**config.mk**
```make
export PLATFORM = sky130hd
export DESIGN_NAME = sd_dat_engine
export DESIGN_NICKNAME = d
export VERILOG_FILES = /design/src/rtl/sdb_pkg.sv /design/src/rtl/sdb_crc_lane.sv /design/src/rtl/sdb_in_latch.sv /design/src/rtl/sd_dat_engine.sv
export SDC_FILE = /design/constraint.sdc
export NUM_CORES = 1
export LEC_CHECK = 0
export CAP_MARGIN = 30
export CORE_ASPECT_RATIO = 1.1
export CORE_MARGIN = 1.5
export CORE_UTILIZATION = 45
export DETAILED_ROUTE_END_ITERATION = 8
export GPL_ROUTABILITY_DRIVEN = 0
export PLACE_DENSITY = 0.66
export SETUP_SLACK_MARGIN = 0.4
export SYNTH_ARGS = -nofsm -noshare
export SYNTH_HDL_FRONTEND = slang
export SYNTH_SLANG_ARGS = --single-unit
export TNS_END_PERCENT = 50
```
**constraint.sdc**
```tcl
create_clock -name clk -period 8.6 [get_ports clk]
set_clock_uncertainty 0.15 [all_clocks]
set_input_delay 1.72 -clock clk [delete_from_list [all_inputs] [get_ports clk]]
set_output_delay 1.72 -clock clk [all_outputs]
set_load 0.02 [all_outputs]
```
**src/rtl/sdb_pkg.sv**
```systemverilog
package sdb_pkg;
  localparam int SDB_LANES     = 4;
  localparam int SDB_BYTE_W    = 8;
  localparam int SDB_CNT_W     = 14;
  localparam int SDB_CRC_W     = 16;
  localparam int SDB_CRC_ALLOW = 15;
  localparam int SDB_TOK_W     = 3;
  localparam logic [SDB_CRC_W-1:0] SDB_POLY = 16'h1021;

  typedef enum logic [3:0] {
    S_IDLE, S_WSTART, S_WDATA, S_WCRC, S_WEND, S_WGAP, S_WTOK, S_WBUSY,
    S_RWAIT, S_RDATA, S_RCRC, S_REND
  } sdb_state_e;

  // one serial CRC16 step
  function automatic logic [SDB_CRC_W-1:0] crc16_step(input logic [SDB_CRC_W-1:0] c,
                                                      input logic b);
    logic fb;
    fb = b ^ c[SDB_CRC_W-1];
    return {c[SDB_CRC_W-2:0], 1'b0} ^ (fb ? SDB_POLY : '0);
  endfunction

  // payload cycles per block from the programmed bit count
  function automatic logic [SDB_CNT_W-1:0] payload_cycles(input logic [SDB_CNT_W-1:0] bits,
                                                          input logic wide);
    logic [SDB_CNT_W-1:0] p;
    p = bits - (wide ? SDB_CNT_W'(SDB_LANES * SDB_CRC_ALLOW) : SDB_CNT_W'(SDB_CRC_ALLOW));
    return wide ? (p >> 2) : p;
  endfunction
endpackage

```
**src/rtl/sdb_crc_lane.sv**
```systemverilog
module sdb_crc_lane
  import sdb_pkg::*;
(
  input  logic clk,
  input  logic rst_n,
  input  logic clr_i,
  input  logic upd_i,
  input  logic shift_i,
  input  logic bit_i,
  output logic msb_o
);
  logic [SDB_CRC_W-1:0] crc;

  always_ff @(posedge clk or negedge rst_n) begin
    if (!rst_n)       crc <= '0;
    else if (clr_i)   crc <= '0;
    else if (upd_i)   crc <= crc16_step(crc, bit_i);
    else if (shift_i) crc <= {crc[SDB_CRC_W-2:0], 1'b0};
  end

  assign msb_o = crc[SDB_CRC_W-1];
endmodule

```
**src/rtl/sdb_in_latch.sv**
```systemverilog
module sdb_in_latch #(
  parameter int W = 4
) (
  input  logic         clk,
  input  logic         rst_n,
  input  logic         neg_sel_i,
  input  logic [W-1:0] d_i,
  output logic [W-1:0] d_o
);
  logic [W-1:0] neg_q;

  always_ff @(negedge clk or negedge rst_n) begin
    if (!rst_n) neg_q <= '1;
    else        neg_q <= d_i;
  end

  assign d_o = neg_sel_i ? neg_q : d_i;
endmodule

```
**src/rtl/sd_dat_engine.sv**
```systemverilog
module sd_dat_engine
  import sdb_pkg::*;
#(
  parameter int REP_W = 8,
  parameter int GAP_W = 6
) (
  input  logic                  clk,
  input  logic                  rst_n,
  input  logic                  start_i,
  input  logic                  cfg_write_i,
  input  logic                  cfg_wide_i,
  input  logic [SDB_CNT_W-1:0]  cfg_bits_i,
  input  logic [REP_W-1:0]      cfg_rep_i,
  input  logic [GAP_W-1:0]      cfg_gap_i,
  input  logic [SDB_TOK_W-1:0]  cfg_tok_i,
  input  logic                  cfg_neg_i,
  input  logic [SDB_BYTE_W-1:0] wr_byte_i,
  output logic                  wr_take_o,
  output logic [SDB_BYTE_W-1:0] rd_byte_o,
  output logic                  rd_valid_o,
  input  logic [SDB_LANES-1:0]  dat_i,
  output logic [SDB_LANES-1:0]  dat_o,
  output logic [SDB_LANES-1:0]  dat_oe_o,
  output logic                  busy_o,
  output logic                  rd_crc_ok_o,
  output logic                  wr_crc_ok_o
);
  localparam int CW = SDB_CNT_W;
  localparam logic [CW-1:0] CRC_LAST = CW'(SDB_CRC_W - 1);
  localparam logic [CW-1:0] TOK_LAST = CW'(SDB_TOK_W - 1);

  sdb_state_e state;
  logic                  cfg_write, cfg_wide, cfg_neg;
  logic [GAP_W-1:0]      cfg_gap;
  logic [SDB_TOK_W-1:0]  cfg_tok;
  logic [CW-1:0]         cyc_total, cnt;
  logic [REP_W-1:0]      blk_left;
  logic [2:0]            sub;
  logic [SDB_BYTE_W-1:0] tx_sr;
  logic [6:0]            rx_sr;
  logic [1:0]            tok_sr;
  logic                  err;

  logic [SDB_LANES-1:0] din, lane_mask, tx_bits, crc_msb, crc_bit;
  logic                 byte_last, pay_last, crc_last, gap_last, crc_bad;
  logic                 crc_clr, crc_upd, crc_shift;
  logic [SDB_BYTE_W-1:0] rx_next;
  logic [SDB_TOK_W-1:0]  tok_next;
  logic                  ev_blk_done, ev_xfer_done;

  sdb_in_latch #(.W(SDB_LANES)) u_lat (
    .clk(clk), .rst_n(rst_n), .neg_sel_i(cfg_neg), .d_i(dat_i), .d_o(din)
  );

  assign lane_mask = cfg_wide ? {SDB_LANES{1'b1}} : SDB_LANES'(1);
  assign tx_bits   = cfg_wide ? tx_sr[7:4] : {3'b111, tx_sr[7]};
  assign byte_last = cfg_wide ? sub[0] : (sub == 3'd7);
  assign pay_last  = (cnt == cyc_total - CW'(1));
  assign crc_last  = (cnt == CRC_LAST);
  assign gap_last  = (cnt == CW'(cfg_gap) - CW'(1));
  assign rx_next   = cfg_wide ? {rx_sr[3:0], din} : {rx_sr, din[0]};
  assign tok_next  = {tok_sr, din[0]};
  assign crc_bad   = |((din ^ crc_msb) & lane_mask);

  assign crc_clr   = (state == S_WSTART) || (state == S_RWAIT);
  assign crc_upd   = (state == S_WDATA) || (state == S_RDATA);
  assign crc_shift = (state == S_WCRC) || (state == S_RCRC);
  assign crc_bit   = (state == S_WDATA) ? tx_bits : din;

  // named events for the checker
  assign ev_blk_done  = ((state == S_WBUSY) && din[0]) || (state == S_REND);
  assign ev_xfer_done = ev_blk_done && (blk_left == '0);

  for (genvar l = 0; l < SDB_LANES; l++) begin : g_lane
    sdb_crc_lane u_crc (
      .clk(clk), .rst_n(rst_n), .clr_i(crc_clr), .upd_i(crc_upd),
      .shift_i(crc_shift), .bit_i(crc_bit[l]), .msb_o(crc_msb[l])
    );
  end

  assign busy_o    = (state != S_IDLE);
  assign wr_take_o = (state == S_WSTART) || ((state == S_WDATA) && byte_last && !pay_last);

  always_comb begin
    dat_o    = '1;
    dat_oe_o = '0;
    case (state)
      S_WSTART: begin dat_o = ~lane_mask;           dat_oe_o = lane_mask; end
      S_WDATA:  begin dat_o = tx_bits;              dat_oe_o = lane_mask; end
      S_WCRC:   begin dat_o = crc_msb | ~lane_mask; dat_oe_o = lane_mask; end
      S_WEND:   begin dat_o = '1;                   dat_oe_o = lane_mask; end
      default:  ;
    endcase
  end

  always_ff @(posedge clk or negedge rst_n) begin
    if (!rst_n) begin
      state <= S_IDLE;
      cfg_write <= 1'b0; cfg_wide <= 1'b0; cfg_neg <= 1'b0;
      cfg_gap <= '0; cfg_tok <= '0; cyc_total <= '0; cnt <= '0;
      blk_left <= '0; sub <= '0; tx_sr <= '1; rx_sr <= '0; tok_sr <= '0;
      err <= 1'b0; rd_byte_o <= '0; rd_valid_o <= 1'b0;
      rd_crc_ok_o <= 1'b0; wr_crc_ok_o <= 1'b0;
    end else begin
      rd_valid_o <= 1'b0;
      case (state)
        S_IDLE: if (start_i) begin
          cfg_write <= cfg_write_i; cfg_wide <= cfg_wide_i; cfg_neg <= cfg_neg_i;
          cfg_gap <= cfg_gap_i; cfg_tok <= cfg_tok_i;
          cyc_total <= payload_cycles(cfg_bits_i, cfg_wide_i);
          blk_left <= cfg_rep_i;
          err <= 1'b0; rd_crc_ok_o <= 1'b0; wr_crc_ok_o <= 1'b0; cnt <= '0;
          state <= cfg_write_i ? S_WSTART : S_RWAIT;
        end
        S_WSTART: begin
          tx_sr <= wr_byte_i; sub <= '0; cnt <= '0; state <= S_WDATA;
        end
        S_WDATA: begin
          cnt <= cnt + CW'(1);
          sub <= byte_last ? 3'd0 : sub + 3'd1;
          tx_sr <= wr_take_o ? wr_byte_i
                             : (cfg_wide ? {tx_sr[3:0], 4'hF} : {tx_sr[6:0], 1'b1});
          if (pay_last) begin cnt <= '0; state <= S_WCRC; end
        end
        S_WCRC: begin
          cnt <= cnt + CW'(1);
          if (crc_last) begin cnt <= '0; state <= S_WEND; end
        end
        S_WEND: begin
          cnt <= '0;
          state <= (cfg_gap == '0) ? S_WTOK : S_WGAP;
        end
        S_WGAP: begin
          cnt <= cnt + CW'(1);
          if (gap_last) begin cnt <= '0; state <= S_WTOK; end
        end
        S_WTOK: begin
          tok_sr <= tok_next[1:0];
          cnt <= cnt + CW'(1);
          if (cnt == TOK_LAST) begin
            cnt <= '0;
            if (tok_next != cfg_tok) err <= 1'b1;
            state <= S_WBUSY;
          end
        end
        S_WBUSY: if (din[0]) begin
          if (blk_left == '0) begin state <= S_IDLE; wr_crc_ok_o <= !err; end
          else begin blk_left <= blk_left - 1'b1; state <= S_WSTART; end
        end
        S_RWAIT: begin
          sub <= '0; cnt <= '0;
          if (!din[0]) state <= S_RDATA;
        end
        S_RDATA: begin
          cnt <= cnt + CW'(1);
          sub <= byte_last ? 3'd0 : sub + 3'd1;
          rx_sr <= rx_next[6:0];
          if (byte_last) begin rd_byte_o <= rx_next; rd_valid_o <= 1'b1; end
          if (pay_last) begin cnt <= '0; state <= S_RCRC; end
        end
        S_RCRC: begin
          if (crc_bad) err <= 1'b1;
          cnt <= cnt + CW'(1);
          if (crc_last) begin cnt <= '0; state <= S_REND; end
        end
        S_REND: begin
          if (blk_left == '0) begin state <= S_IDLE; rd_crc_ok_o <= !err; end
          else begin blk_left <= blk_left - 1'b1; state <= S_RWAIT; end
        end
        default: state <= S_IDLE;
      endcase
    end
  end
endmodule

```
==> flow_summary.json, run 1 <==
{
  "status": "completed",
  "start_util_pct": 46.02,
  "rrSetupSlack_ps": 1850,
  "synth_fp_nets": 881,
  "ctsResizeCount": 0,
  "grt_pass1_vias": 5847,
  "drtIter0Drc": 414,
  "clk_latency_ps": 460,
  "dp_cells": 1083,
  "syn_to_final_growth_pct": 18.09,
  "cts_hold_buf": 0,
  "cap_viol_max_count": 0,
  "cts_root_buffer": "clkbuf_16",
  "reg2reg_to": "blk_left[7]$_DFFE_PN0P_",
  "cpMaxStageDelayCell": "nor2_1",
  "critPathRequiredTime_ps": 8760,
  "setup_violations": 0,
  "ys_ff_latch": 151,
  "cp_max_fo": 15,
  "synth_edf_count": 0,
  "io_buffer_count": 69,
  "vdd_drop_max_mv": 0.2345,
  "die_x_um": 131.2,
  "grt_first_pass_wirelength_mm": 29.89,
  "crit_start": "u_lat.neg_q[0]$_DFF_NN1_",
  "yosysWarnings": 0,
  "fin_nets": 928,
  "vias_per_cell": 5.554,
  "dieArea_um2": 18890,
  "r2r-start": "u_lat.neg_q[0]$_DFF_NN1_",
  "drive_gt1_share_pct": 10.57,
  "clock-sinks": 151,
  "wl_mm": 17.71,
  "post_cts_buffers": 0,
  "ys_async_sr_fraction_pct": 100.0,
  "arrival_ps": 6920,
  "h-tree-depth": 4,
  "crit_path_end_kind": "register",
  "setup_tns_ps": 0,
  "hold_class": "reg2reg",
  "cpMostUsedCell": "nor2_1",
  "setup_slack_ps": 1849,
  "synth_cells": 820,
  "grt_max_degree": 65,
  "busiest_layer": "met2",
  "power.leakage_nw": 4.155,
  "gr-usage-met1_pct": 28.03,
  "critPathKind": "reg2reg",
  "grt_use_met3_pct": 3.470,
  "synth.distinct_cells": 71,
  "hold_viol_final": 0,
  "detail-route-antenna-nets": 0,
  "row_count": 51,
  "path_clk_slew_ps": 70,
  "num_io_pins": 70,
  "antenna_found_initial": 0,
  "fin_cells": 1118,
  "endpoint": "blk_left[7]$_DFFE_PN0P_",
  "synthFlopType": "dfrtp_1",
  "syn_area_per_cell_um2": 9.920,
  "synth_area_um2": 8134,
  "routedWlPerCell_um": 15.84,
  "vias": 6209,
  "cts.path.max_buffers": 2,
  "cts_tree": "built",
  "fp.dieH_um": 144.0,
  "drcViolationCount": 0,
  "power_density_nw_per_um2": 359.2,
  "pre_cts_slack_ps": 1856,
  "gr-usage-met2_pct": 30.10,
  "rr_worst_depth": 7,
  "detailed_place_hpwl_mm": 12.25,
  "n_antenna_cell": 0,
  "grt-ovfl-total": 0,
  "ys_seq_area_share_pct": 46.64,
  "crit_path_max_incr_delay_ps": 740,
  "slew_violations": 0,
  "slew_headroom_pct": 39.51,
  "cts_inserted_buffers": 17,
  "cp_cell_sequence": "mux2i_1, buf_4, a31oi_1, nor2_1, nor2_1, nand2_1, a22o_1",
  "core_area_um2": 17680,
  "worst_pin_slew_ps": 903.9,
  "track_usage_pct": 19.52,
  "dr.pass1.iters": 5,
  "startpoint_type": "register",
  "rsz0062_at_grt": "no"
}
[cell usage after synthesis, types with 3 or more instances]
master | instances | area, um2
dfrtp_1 | 139 | 3478
a211oi_1 | 11 | 82.58
a2bb2oi_1 | 3 | 26.28
nor2_1 | 65 | 244.0
nand3b_1 | 3 | 22.52
a22o_1 | 65 | 569.3
or3_1 | 3 | 18.77
nand2b_1 | 18 | 112.6
clkbuf_1 | 37 | 138.9
o21ai_0 | 62 | 310.3
o21ai_1 | 4 | 20.02
a31oi_1 | 3 | 18.77
mux2_2 | 17 | 191.4
and2_1 | 5 | 31.28
a21oi_1 | 37 | 185.2
a21o_1 | 5 | 37.54
ha_1 | 11 | 137.6
xor2_1 | 30 | 262.8
o31a_1 | 3 | 26.28
nand2_1 | 77 | 289.0
and3_1 | 3 | 18.77
dfstp_2 | 12 | 315.3
mux2i_1 | 19 | 190.2
o211ai_1 | 7 | 52.55
o41ai_1 | 4 | 35.03
xnor2_1 | 25 | 219.0
nand3_1 | 30 | 150.1
inv_1 | 11 | 41.29
nand4_1 | 5 | 31.28
nor2b_1 | 12 | 75.07
o31ai_1 | 4 | 30.03
a221o_1 | 4 | 40.04
buf_2 | 11 | 55.05
buf_1 | 3 | 11.26
nor3b_1 | 4 | 30.03
nor3_1 | 14 | 70.07
o22ai_1 | 4 | 25.02
nor4b_1 | 5 | 43.79
[metrics by stage]
| stage | area, um2 | hold WS (ps) | utilization (%) | power (mW) |
|---|---|---|---|---|
| 2_1_floorplan | 8134 | 299.2 | - | 2.320 |
| 3_3_place_gp | 8974 | 310.6 | 50.77 | 2.701 |
| 3_5_place_dp | 9009 | 318.1 | 50.97 | 2.732 |
| 4_1_cts | 9605 | 333.5 | 54.34 | 3.475 |
| 5_1_grt | 9605 | 347.2 | 54.34 | 3.709 |
| 6_report | 9605 | 326.9 | 54.34 | 3.450 |
[logic make-up after synthesis]
family                     synth area share (%)
DFF                                       46.64
muxes                                     4.876
buffers and inverters                     3.461
xor gates and xnor gates                  6.199
and+or+nand+nor                           16.41
AOI/OAI and AO/OA                         20.47
adders and majority gates                 1.938
[final cells by class]
cell class | instances | area (um2)
clock buffers | 17 | 425.4
clock inverters | 19 | 175.2
fillers | 1576 | 8070
inverters | 11 | 41.29
multi-input cells | 602 | 4078
flip-flops and latches | 151 | 3794
well taps | 238 | 297.8
repair buffers | 80 | 794.5
[worst min path at each step]
stage / end / cells past startpoint / slack, ps / from
floorplan: rx_sr[4]$_DFFE_PN0P_ / 2 / 300 / rx_sr[4]$_DFFE_PN0P_
global placement: g_lane[2].u_crc.crc[0]$_DFFE_PN0P_ / 1 / 310 / g_lane[2].u_crc.crc[0]$_DFFE_PN0P_
detailed placement: g_lane[2].u_crc.crc[0]$_DFFE_PN0P_ / 1 / 320 / g_lane[2].u_crc.crc[0]$_DFFE_PN0P_
CTS: g_lane[2].u_crc.crc[0]$_DFFE_PN0P_ / 1 / 330 / g_lane[2].u_crc.crc[0]$_DFFE_PN0P_
global route: g_lane[2].u_crc.crc[0]$_DFFE_PN0P_ / 1 / 350 / g_lane[2].u_crc.crc[0]$_DFFE_PN0P_
finish: rd_byte_o[4]$_DFFE_PN0P_ / 2 / 330 / rd_byte_o[4]$_DFFE_PN0P_
[layer usage]
metal	part of all wire, %	up-vias	routed length [um]
met5	0	-	0
met3	3.4	22	599
li1	-	3075	-
met2	46	107	8144
met4	1.3	0	238
met1	49	3005	8723
[flip-flops by register name (all words and copies together) (netlist names), 6 cells and up]
signal	count
blk_left	8
cfg_gap	6
cnt	14
cyc_total	14
g_lane.u_crc.crc	64
rd_byte_o	8
rx_sr	7
tx_sr	8
[placed cells by master, fill, tap and decap left out, types with 17 or more instances in the layout]
cell type,instances
a21oi_1,37
a22o_1,65
clkbuf_16,17
clkdlybuf4s50_1,68
dfrtp_1,139
mux2_2,17
mux2i_1,19
nand2_1,77
nand2b_1,18
nand3_1,30
nor2_1,64
o21ai_0,62
xnor2_1,25
xor2_1,30
[where the power goes]
| group | internal [mW] | switching (mW) |
|---|---|---|
| combinational | 0.628 | 0.870 |
| clock | 0.389 | 0.346 |
| sequential | 0.958 | 0.260 |
| total | 1.97 | 1.48 |
[worst max-delay path: cells and delay by family (launching register included)]
family | cells | cell delay (ps)
AOI/OAI and AO/OA | 2 | 440
buffers and inverters | 1 | 180
DFF | 1 | 520
muxes | 1 | 70
and+or+nand+nor | 3 | 950
Power figures use the tool's default switching activity.
==> run 2, diff against run 1 <==
--- a/config.mk
+++ b/config.mk
@@ -11,7 +11,7 @@
 export CORE_UTILIZATION = 45
 export DETAILED_ROUTE_END_ITERATION = 8
 export GPL_ROUTABILITY_DRIVEN = 0
-export PLACE_DENSITY = 0.66
+export PLACE_DENSITY = 0.68
 export SETUP_SLACK_MARGIN = 0.4
 export SYNTH_ARGS = -nofsm -noshare
 export SYNTH_HDL_FRONTEND = slang
==> constraint.sdc (replaced) <==
create_clock -name clk -period 5.57 [get_ports clk]
set_clock_uncertainty 0.15 [all_clocks]
set_input_delay 1.114 -clock clk [delete_from_list [all_inputs] [get_ports clk]]
set_output_delay 1.114 -clock clk [all_outputs]
set_load 0.02 [all_outputs]
==> run 2 against run 1 <==
  * First-iteration DRC count shrank 9.2%
  * Sequential power is 51% higher
  * Flip-flop and latch count is the same
  * Largest cell class unchanged
==> flow_summary.json, run 2 (same netlist as run 1, synthesis figures left out) <==
{
  "setup_tns_ps": 0,
  "track_usage_pct": 19.72,
  "mostFrequentLayoutCell": "dfrtp_1",
  "ctsResizeCount": 0,
  "fin_nets": 932,
  "detail-route-antenna-nets": 0,
  "drive_gt1_share_pct": 10.75,
  "holdPathEnd": "rd_byte_o[4]$_DFFE_PN0P_",
  "detailed_place_hpwl_mm": 12.05,
  "row_count": 51,
  "power_density_nw_per_um2": 551.9,
  "rrSetupSlack_ps": 630,
  "power.leakage_nw": 4.151,
  "syn_to_final_growth_pct": 17.66,
  "grt_pass1_vias": 5925,
  "busiest_layer": "met2",
  "die_x_um": 131.2,
  "gr-usage-met1_pct": 27.88,
  "pre_cts_slack_ps": 686.5,
  "slew_violations": 0,
  "grt_use_met3_pct": 3.505,
  "io_buffer_count": 69,
  "dpl_cell_area_um2": 9004,
  "finish.instance_area_um2": 9570,
  "dr.pass1.iters": 5,
  "dp_cells": 1085,
  "worstHoldStart": "rd_byte_o[4]$_DFFE_PN0P_",
  "routedWlPerCell_um": 15.75,
  "cts.path.max_buffers": 2,
  "vias_per_cell": 5.508,
  "r2r-start": "u_lat.neg_q[0]$_DFF_NN1_",
  "wl_mm": 17.68,
  "status": "completed",
  "clock-sinks": 151,
  "fin_cells": 1122,
  "vdd_drop_max_mv": 0.4763,
  "most-common-layout-cells": "dfrtp_1 (139), nand2_1 (77), clkdlybuf4s50_1 (68)",
  "cts_hold_buf": 0,
  "drtIter0Drc": 376,
  "largest_registers": "g_lane.u_crc.crc: 64 flops, cnt: 14 flops, cyc_total: 14 flops",
  "vias": 6180,
  "cp_max_fo": 15,
  "worst_pin_slew_ps": 874.7,
  "h-tree-depth": 4,
  "reg2reg_to": "blk_left[1]$_DFFE_PN0P_",
  "hold_viol_final": 0,
  "drcViolationCount": 0,
  "n_antenna_cell": 0,
  "setup_violations": 0,
  "path_clk_slew_ps": 70,
  "cts_inserted_buffers": 17,
  "arrival_ps": 5090,
  "grt_first_pass_wirelength_mm": 30.10,
  "fp.dieH_um": 144.0,
  "num_io_pins": 70,
  "cap_viol_max_count": 0,
  "setup_slack_ps": 626.3,
  "critPathKind": "reg2reg",
  "cts_root_buffer": "clkbuf_16",
  "critPathRequiredTime_ps": 5720,
  "grt_max_degree": 72,
  "hold_class": "reg2reg",
  "largest_register_ff_count": 64,
  "clk_latency_ps": 450,
  "grt-ovfl-total": 0,
  "dieArea_um2": 18890,
  "core_area_um2": 17680,
  "gr-usage-met2_pct": 30.35,
  "rsz0062_at_grt": "no",
  "start_util_pct": 46.02,
  "crit_path_end_kind": "register",
  "hold_path_depth": 2,
  "cts_tree": "built",
  "slew_headroom_pct": 41.69,
  "startpoint_type": "register",
  "largest_register": "g_lane.u_crc.crc",
  "antenna_found_initial": 0,
  "rr_worst_depth": 7
}
run 2: cell types whose count changed in the layout (fill, tap and decap cells not counted), sizes merged:
cell	before	now
clkinv	7	2
buf	12	16
inv	21	24
clkbuf	17	19
run 2: layout make-up:
class | instances | area [um2]
Tap cell | 238 | 297.8
Clock buffer | 19 | 432.9
Fill cell | 1580 | 8105
Multi-Input combinational cell | 602 | 4078
Clock inverter | 17 | 122.6
Inverter | 11 | 41.29
Sequential cell | 151 | 3794
Timing Repair Buffer | 84 | 804.5
run 2: per-stage QoR:
step | util [%] | power [mW] | hold WS, ps
6_report | 54.14 | 5.282 | 326.3
5_1_grt | 54.14 | 5.704 | 359.4
4_1_cts | 54.06 | 5.327 | 335.1
3_5_place_dp | 50.94 | 4.226 | 318.3
3_3_place_gp | 50.90 | 4.184 | 311.8
2_1_floorplan | - | 3.582 | 299.2
run 2: what timing repair did:
| action | in CTS | in global routing |
|---|---|---|
| endpoints found under the hold margin | 0 | 0 |
| buffers inserted | 0 | 2 |
| setup endpoints to repair | 0 | 1 |
run 2: power by group:
part	switching (mW)	internal [mW]
Clock	0.492	0.586
Combinational	1.39	0.979
Sequential	0.356	1.48
Total	2.24	3.05
run 2: routing by layer:
layer	routed length, um	vias up
li1	-	3076
met2	7977	112
met5	0	-
met4	312	0
met3	573	19
met1	8812	2973
run 2: worst max-delay path by stage:
stage	start	to	slack, ps	depth (start not counted)
6_report	u_lat.neg_q[0]$_DFF_NN1_	blk_left[1]$_DFFE_PN0P_	630	7
5_1_grt	u_lat.neg_q[0]$_DFF_NN1_	blk_left[1]$_DFFE_PN0P_	520	7
4_1_cts	cyc_total[0]$_DFFE_PN0P_	wr_take_o	580	10
3_5_place_dp	u_lat.neg_q[0]$_DFF_NN1_	blk_left[1]$_DFFE_PN0P_	690	7
3_3_place_gp	u_lat.neg_q[0]$_DFF_NN1_	blk_left[1]$_DFFE_PN0P_	740	7
2_1_floorplan	u_lat.neg_q[0]$_DFF_NN1_	state[0]$_DFFE_PN0P_	920	7
run 2: critical path: stages, from the launching register on:
cell	delay [ps]
dfstp_2	360
mux2i_1	600
a31oi_1	170
nor2_1	240
nor2_1	90
buf_4	190
o211ai_1	90
o21ai_0	110
